[config.mk]
export PLATFORM = sky130hd
export DESIGN_NAME = gpio_irq_bank
export DESIGN_NICKNAME = d
export VERILOG_FILES = /design/src/rtl/gpio_bank_pkg.sv /design/src/rtl/gpio_bank_ctrl.sv /design/src/rtl/gpio_pin_detect.sv /design/src/rtl/gpio_bank_dp.sv /design/src/rtl/gpio_irq_bank.sv
export SDC_FILE = /design/constraint.sdc
export NUM_CORES = 1
export LEC_CHECK = 0
export BUFFER_PORTS_ARGS = -buffer_cell sky130_fd_sc_hd__buf_2
export CAP_MARGIN = 0
export CORE_ASPECT_RATIO = 0.9
export CORE_UTILIZATION = 55
export CTS_BUF_LIST = sky130_fd_sc_hd__clkbuf_2
export DETAILED_ROUTE_END_ITERATION = 7
export GPL_ROUTABILITY_DRIVEN = 0
export PLACE_DENSITY_LB_ADDON = 0.12
export SYNTH_ARGS = -nofsm -noshare
export SYNTH_HDL_FRONTEND = slang
export SYNTH_SLANG_ARGS = --single-unit
[constraint.sdc]
create_clock -name clk -period 7.48 [get_ports clk]
set_input_delay 1.496 -clock clk [delete_from_list [all_inputs] [get_ports clk]]
set_output_delay 1.496 -clock clk [all_outputs]
set_load 0.1 [all_outputs]
[src/rtl/gpio_bank_pkg.sv]
package gpio_bank_pkg;

  localparam int ADDR_W = 8;

  localparam logic [ADDR_W-1:0] OFS_IN    = 8'h00;
  localparam logic [ADDR_W-1:0] OFS_OUT   = 8'h04;
  localparam logic [ADDR_W-1:0] OFS_OE    = 8'h08;
  localparam logic [ADDR_W-1:0] OFS_TYPE  = 8'h0c;
  localparam logic [ADDR_W-1:0] OFS_DUAL  = 8'h10;
  localparam logic [ADDR_W-1:0] OFS_POL   = 8'h14;
  localparam logic [ADDR_W-1:0] OFS_MASK  = 8'h18;
  localparam logic [ADDR_W-1:0] OFS_RAW   = 8'h1c;
  localparam logic [ADDR_W-1:0] OFS_MSTAT = 8'h20;
  localparam logic [ADDR_W-1:0] OFS_CLR   = 8'h24;
  localparam logic [ADDR_W-1:0] OFS_PSEL  = 8'h34;
  localparam logic [ADDR_W-1:0] OFS_PEN   = 8'h38;

  typedef enum logic [3:0] {
    RD_NONE, RD_IN, RD_OUT, RD_OE, RD_TYPE, RD_DUAL, RD_POL,
    RD_MASK, RD_RAW, RD_MSTAT, RD_PSEL, RD_PEN
  } rdSel_e;

  typedef struct packed {
    logic   wrOut;
    logic   wrOe;
    logic   wrType;
    logic   wrDual;
    logic   wrPol;
    logic   wrMask;
    logic   wrClr;
    logic   wrPsel;
    logic   wrPen;
    rdSel_e rdSel;
  } regStrobe_t;

endpackage

[src/rtl/gpio_bank_ctrl.sv]
module gpio_bank_ctrl
  import gpio_bank_pkg::*;
(
  input  logic [ADDR_W-1:0] regAddr,
  input  logic              regWrEn,
  output regStrobe_t        stb
);

  always_comb begin
    stb       = '0;
    stb.rdSel = RD_NONE;
    unique case (regAddr)
      OFS_IN:    stb.rdSel = RD_IN;
      OFS_OUT:   begin stb.rdSel = RD_OUT;   stb.wrOut  = regWrEn; end
      OFS_OE:    begin stb.rdSel = RD_OE;    stb.wrOe   = regWrEn; end
      OFS_TYPE:  begin stb.rdSel = RD_TYPE;  stb.wrType = regWrEn; end
      OFS_DUAL:  begin stb.rdSel = RD_DUAL;  stb.wrDual = regWrEn; end
      OFS_POL:   begin stb.rdSel = RD_POL;   stb.wrPol  = regWrEn; end
      OFS_MASK:  begin stb.rdSel = RD_MASK;  stb.wrMask = regWrEn; end
      OFS_RAW:   stb.rdSel = RD_RAW;
      OFS_MSTAT: stb.rdSel = RD_MSTAT;
      OFS_CLR:   stb.wrClr = regWrEn;
      OFS_PSEL:  begin stb.rdSel = RD_PSEL;  stb.wrPsel = regWrEn; end
      OFS_PEN:   begin stb.rdSel = RD_PEN;   stb.wrPen  = regWrEn; end
      default:   stb.rdSel = RD_NONE;
    endcase
  end

endmodule

[src/rtl/gpio_pin_detect.sv]
module gpio_pin_detect (
  input  logic levelMode,
  input  logic bothEdges,
  input  logic activeHigh,
  input  logic cur,
  input  logic prev,
  output logic hit
);

  logic rise;
  logic fall;

  assign rise = cur & ~prev;
  assign fall = ~cur & prev;

  always_comb begin
    if (levelMode)
      hit = activeHigh ? cur : ~cur;
    else if (bothEdges)
      hit = rise | fall;
    else
      hit = activeHigh ? rise : fall;
  end

endmodule

[src/rtl/gpio_bank_dp.sv]
module gpio_bank_dp
  import gpio_bank_pkg::*;
#(
  parameter int PINS = 32
) (
  input  logic            clk,
  input  logic            rst_n,
  input  regStrobe_t      stb,
  input  logic [PINS-1:0] wdata,
  input  logic [PINS-1:0] padIn,
  output logic [PINS-1:0] rdata,
  output logic [PINS-1:0] padOut,
  output logic [PINS-1:0] padOe,
  output logic [PINS-1:0] pullUp,
  output logic [PINS-1:0] pullEn,
  output logic [PINS-1:0] rawStat,
  output logic [PINS-1:0] maskReg,
  output logic            irqOut
);

  logic [PINS-1:0] outReg, oeReg, typeReg, dualReg, polReg, pselReg, penReg;
  logic [PINS-1:0] padMeta, padSync, padPrev;
  logic [PINS-1:0] evt;
  logic [PINS-1:0] clrBits;
  logic [PINS-1:0] mStat;

  // configuration registers
  always_ff @(posedge clk or negedge rst_n) begin
    if (!rst_n) begin
      outReg  <= '0;
      oeReg   <= '0;
      typeReg <= '0;
      dualReg <= '0;
      polReg  <= '0;
      maskReg <= '0;
      pselReg <= '0;
      penReg  <= '0;
    end else begin
      if (stb.wrOut)  outReg  <= wdata;
      if (stb.wrOe)   oeReg   <= wdata;
      if (stb.wrType) typeReg <= wdata;
      if (stb.wrDual) dualReg <= wdata;
      if (stb.wrPol)  polReg  <= wdata;
      if (stb.wrMask) maskReg <= wdata;
      if (stb.wrPsel) pselReg <= wdata;
      if (stb.wrPen)  penReg  <= wdata;
    end
  end

  // two-flop synchronizer plus one history stage for edge detection
  always_ff @(posedge clk or negedge rst_n) begin
    if (!rst_n) begin
      padMeta <= '0;
      padSync <= '0;
      padPrev <= '0;
    end else begin
      padMeta <= padIn;
      padSync <= padMeta;
      padPrev <= padSync;
    end
  end

  for (genvar i = 0; i < PINS; i++) begin : g_pin
    gpio_pin_detect u_det (
      .levelMode (typeReg[i]),
      .bothEdges (dualReg[i]),
      .activeHigh(polReg[i]),
      .cur       (padSync[i]),
      .prev      (padPrev[i]),
      .hit       (evt[i])
    );
  end

  assign clrBits = stb.wrClr ? wdata : '0;

  // new events win over a clear on the same cycle
  always_ff @(posedge clk or negedge rst_n) begin
    if (!rst_n) rawStat <= '0;
    else        rawStat <= (rawStat & ~clrBits) | evt;
  end

  assign mStat  = rawStat & maskReg;
  assign irqOut = |mStat;

  assign padOut = outReg;
  assign padOe  = oeReg;
  assign pullUp = pselReg;
  assign pullEn = penReg;

  always_comb begin
    unique case (stb.rdSel)
      RD_IN:    rdata = padSync;
      RD_OUT:   rdata = outReg;
      RD_OE:    rdata = oeReg;
      RD_TYPE:  rdata = typeReg;
      RD_DUAL:  rdata = dualReg;
      RD_POL:   rdata = polReg;
      RD_MASK:  rdata = maskReg;
      RD_RAW:   rdata = rawStat;
      RD_MSTAT: rdata = mStat;
      RD_PSEL:  rdata = pselReg;
      RD_PEN:   rdata = penReg;
      default:  rdata = '0;
    endcase
  end

endmodule

[src/rtl/gpio_irq_bank.sv]
module gpio_irq_bank
  import gpio_bank_pkg::*;
#(
  parameter int PINS = 32
) (
  input  logic              clk,
  input  logic              rst_n,
  input  logic [ADDR_W-1:0] regAddr,
  input  logic              regWrEn,
  input  logic [PINS-1:0]   regWdata,
  output logic [PINS-1:0]   regRdata,
  input  logic [PINS-1:0]   padIn,
  output logic [PINS-1:0]   padOut,
  output logic [PINS-1:0]   padOe,
  output logic [PINS-1:0]   pullUp,
  output logic [PINS-1:0]   pullEn,
  output logic              irqOut
);

  regStrobe_t      stb;
  logic [PINS-1:0] rawStat;
  logic [PINS-1:0] maskReg;

  gpio_bank_ctrl u_ctrl (
    .regAddr(regAddr),
    .regWrEn(regWrEn),
    .stb    (stb)
  );

  gpio_bank_dp #(.PINS(PINS)) u_dp (
    .clk    (clk),
    .rst_n  (rst_n),
    .stb    (stb),
    .wdata  (regWdata),
    .padIn  (padIn),
    .rdata  (regRdata),
    .padOut (padOut),
    .padOe  (padOe),
    .pullUp (pullUp),
    .pullEn (pullEn),
    .rawStat(rawStat),
    .maskReg(maskReg),
    .irqOut (irqOut)
  );

endmodule

==> flow_summary.yaml <==
global_route:
  globalRouteOverflowTotal: 0
  first_global_vias: 14200
  initial_antenna_violation_count: 2
  global_route_wire_length_before_repair_um: 82300
  globalRouteTotalUtil: 0.316
  grt_max_degree: 157
critical_path:
  critPathKind: "in2out"
  crit_slowest_cell: "sky130_fd_sc_hd__or4_1"
  worstPathCellList: "buf_2 -> or4_1 -> or3_1 -> ha_2 -> a2111oi_4 -> buf_4 -> and3_1 -> o2bb2ai_1 -> a31oi_1 -> a21oi_1 -> buf_2"
  critPathMaxFanout: 34
  critPathLaunch: "regAddr[1]"
  crit_path_frequent_cell: "sky130_fd_sc_hd__buf_2"
  critical_path_required_ns: 5.98
  rr_startpoint: "u_dp.padSync[0]"
  critPathCaptureType: "output pin"
  critical_path.n_buffers_inverters: 3
  crit_family: "simple AND/OR/NAND/NOR gates"
  critical-path-max-stage-delay_ns: 0.66
  critical_path.startpoint_type: "input pin"
  cp_data_arrival_time_ns: 5.45
sta:
  finalHoldViolations: 0
  timing.final.max_slew_violations: 0
  setup_viol_count_final: 0
  hold_ws_ns: 0.344
  fin_setup_tns_ns: 0
  clock_skew_ns: 0.0464
  worst_pin_slew_ns: 1.16
  achievable_freq_mhz: 144
  grt_setup_unrepaired: "no"
  max-slew-margin-rel: 0.226
  finalCritPeriodShare: 0.928
  final.min_clock_period_ns: 6.94
synth:
  synth_enable_flop_cells: 0
  mappedNetlistNets: 1627
  synthArstFlopShare: 1.00
  synth_seq_cells: 384
  yosysWarnings: 0
  synthesis.instances: 1485
  synth.lib_cells_used.distinct: 48
  mappedNetlistArea_um2: 18200
  seq_area_frac_synth: 0.529
  avgSynthCellArea_um2: 12.2
  synth_top_flop_cell: "sky130_fd_sc_hd__dfrtp_1"
floorplan:
  core_um2: 32200
  overall_die_width_um: 194
  die_area_um2: 33800
  die_h_um: 174
  floorplan.initialDensity: 0.565
  top_ports: 236
  fp-row-count: 62
clocking:
  cts-root-to-sink-buffers: 3
  cts.clk_slew.worst_paths_ns: 0.09
  cts_tree: "built"
  cts.sink_count: 384
  worstSkewPairLatency_ns: 0.97
  post-cts-setup-buffers: 0
  cts_made_buffers: 96
  cts-htree-levels: 3
  clock-root-buffer: "sky130_fd_sc_hd__clkbuf_2"
  ctsHoldBuffers: 0
  post_cts_resize_count: 0
min_path:
  worst_hold_path_type: "reg2reg"
  worst_hold_startpoint: "u_dp.padMeta[21]"
route:
  drt_first_pass_iters: 8
  ant_nets: 0
  detail_route.vias_per_cell: 6.35
  wl_per_cell_um: 23.4
  route.met3.wl_um: 4000
  maxUsedRoutingLayer: "met4"
  drt_drc_violations_left: 0
  route.vias.total: 14300
  routed_wirelength_um: 52500
  met2_wl_post_dr_um: 24700
  wl_met1_um: 21700
  drt_first_iter_violations: 1330
pwr:
  comb_power_share: 0.142
  p_int_mw: 2.86
  leakage_nw: 10.2
  clkPwrFrac: 0.325
  sequentialPowerShare: 0.533
  switching_share_of_total_power: 0.327
  cell_pwr_density_nw_per_um2: 205
  net-switching-power_mw: 1.39
  ir_drop_worst_vdd_uv: 120
placed_design:
  placed_area_um2: 19900
  hpwlAfterDp_um: 33000
  port-buffer-count: 235
run_status:
  run_status: "complete, no violations"
cells_and_area:
  drive_above_1_share: 0.375
  postLayoutCellArea_um2: 20700
  syn_to_final_growth_pct: 14.0
  design.final.nets: 1900
flow_run:
  cap_viol_max_count: 0
-- layout by cell type, fill, tap and decap left out, types with 6 or more instances in the layout --
| master | n |
|---|---|
| sky130_fd_sc_hd__o21ai_0 | 20 |
| sky130_fd_sc_hd__a21oi_1 | 35 |
| sky130_fd_sc_hd__buf_4 | 26 |
| sky130_fd_sc_hd__a22o_1 | 8 |
| sky130_fd_sc_hd__a221o_1 | 32 |
| sky130_fd_sc_hd__a221oi_1 | 39 |
| sky130_fd_sc_hd__o32ai_1 | 19 |
| sky130_fd_sc_hd__buf_2 | 233 |
| sky130_fd_sc_hd__a211oi_1 | 67 |
| sky130_fd_sc_hd__nand3_1 | 48 |
| sky130_fd_sc_hd__nand2_1 | 90 |
| sky130_fd_sc_hd__clkbuf_2 | 141 |
| sky130_fd_sc_hd__xnor2_1 | 34 |
| sky130_fd_sc_hd__mux2_2 | 256 |
| sky130_fd_sc_hd__inv_1 | 69 |
| sky130_fd_sc_hd__clkinv_1 | 21 |
| sky130_fd_sc_hd__nor2b_1 | 33 |
| sky130_fd_sc_hd__a31oi_1 | 24 |
| sky130_fd_sc_hd__nor2_1 | 18 |
| sky130_fd_sc_hd__dfrtp_1 | 384 |
| sky130_fd_sc_hd__and3_1 | 7 |
| sky130_fd_sc_hd__a22oi_1 | 46 |
| sky130_fd_sc_hd__ha_1 | 64 |
| sky130_fd_sc_hd__buf_12 | 6 |
| sky130_fd_sc_hd__o22ai_1 | 8 |
| sky130_fd_sc_hd__a222oi_1 | 29 |
| sky130_fd_sc_hd__nand4_1 | 8 |
| sky130_fd_sc_hd__a32o_1 | 14 |
-- power by group through the flow --
stage	Sequential [mW]	Clock, mW	Combinational (mW)
floorplan	2.52	0	0.190
global placement	2.30	0	0.593
detailed placement	2.30	0	0.604
CTS	2.26	1.42	0.606
global route	2.28	1.52	0.642
finish	2.27	1.38	0.603
-- synth_stat cells, drive strengths merged, types with 4 or more instances --
cell type,count,area [um^2]
dfrtp,384,9610
mux2,256,2880
nand2,94,353
inv,69,259
a211oi,67,503
ha,67,838
clkbuf,57,215
nand3,48,240
a22oi,46,345
a221oi,40,357
a21oi,37,185
buf,34,160
xnor2,34,298
nor2b,33,206
a221o,32,320
a222oi,29,290
a31oi,24,150
o21ai,20,100
nor2,19,71.3
o32ai,19,166
a32o,14,140
a22o,8,70.1
and3,8,50.1
nand4,8,50.1
o22ai,8,50.1
o2bb2ai,5,43.8
o211ai,4,30.0
-- sequential cells by signal, summed over array words and instances, names as in the netlist --
register and cells:
u_dp.padOe 32, u_dp.rawStat 32, u_dp.maskReg 32, u_dp.pullUp 32, u_dp.pullEn 32, u_dp.padSync 32
u_dp.polReg 32, u_dp.dualReg 32, u_dp.padPrev 32, u_dp.typeReg 32, u_dp.padOut 32, u_dp.padMeta 32
-- path summary, 6_finish.rpt --
kind	endpoint	cells past startpoint	slack (ns)
min	u_dp.padSync[21]	0	0.34
min reg2reg	u_dp.padSync[21]	0	0.34
max in group asynchronous	u_dp.padSync[17]	2	5.66
min in group asynchronous	u_dp.pullEn[6]	1	0.54
max reg2reg	u_dp.rawStat[0]	6	5.88
max	regRdata[31]	11	0.54
-- per-layer routing --
metal | track usage | up-vias
li1 | - | 6226
met5 | 0 | -
met4 | 0.153 | 0
met3 | 0.0596 | 150
met1 | 0.424 | 7165
met2 | 0.497 | 720
-- kinds of logic (layout without fill, tap and decap cells) --
group           after synthesis  in the layout  share of synthesized area
compound gates              360            360                      0.156
xor+xnor                     37             37                     0.0178
fa+ha+maj                    67             67                     0.0461
buf+inv                     160            502                     0.0349
flops                       384            384                      0.529
mux                         257            257                      0.159
other cells                   0              2                          0
simple gates                220            220                     0.0574
-- worst reg2reg max path: cells and delay by family (launching register included) --
kind | cells | cell delay [ns]
buf+inv | 1 | 0.08
simple gates | 1 | 0.13
flops | 1 | 0.45
fa+ha+maj | 1 | 0.18
compound gates | 3 | 0.60
-- layout make-up --
type	instances	area (um^2)
timing repair buffer	266	1500
clock inverter	26	131
tap	416	520
multi-input combinational	941	8000
sequential	384	9610
fill	2601	11500
clock buffer	141	706
inverter	69	259
antenna	2	5.00
-- per-stage QoR --
stage / cells / setup WS, ns / total power, mW / utilization
3_3_place_gp: 2076 / 0.711 / 2.89 / 0.618
3_5_place_dp: 2076 / 0.639 / 2.91 / 0.618
5_1_grt: 2245 / 0.435 / 4.44 / 0.644
4_1_cts: 2243 / 0.629 / 4.29 / 0.644
6_report: 2245 / 0.539 / 4.25 / 0.644
2_1_floorplan: 1485 / 0.359 / 2.71 / -
No activity file was read; power rests on OpenSTA's default activity.
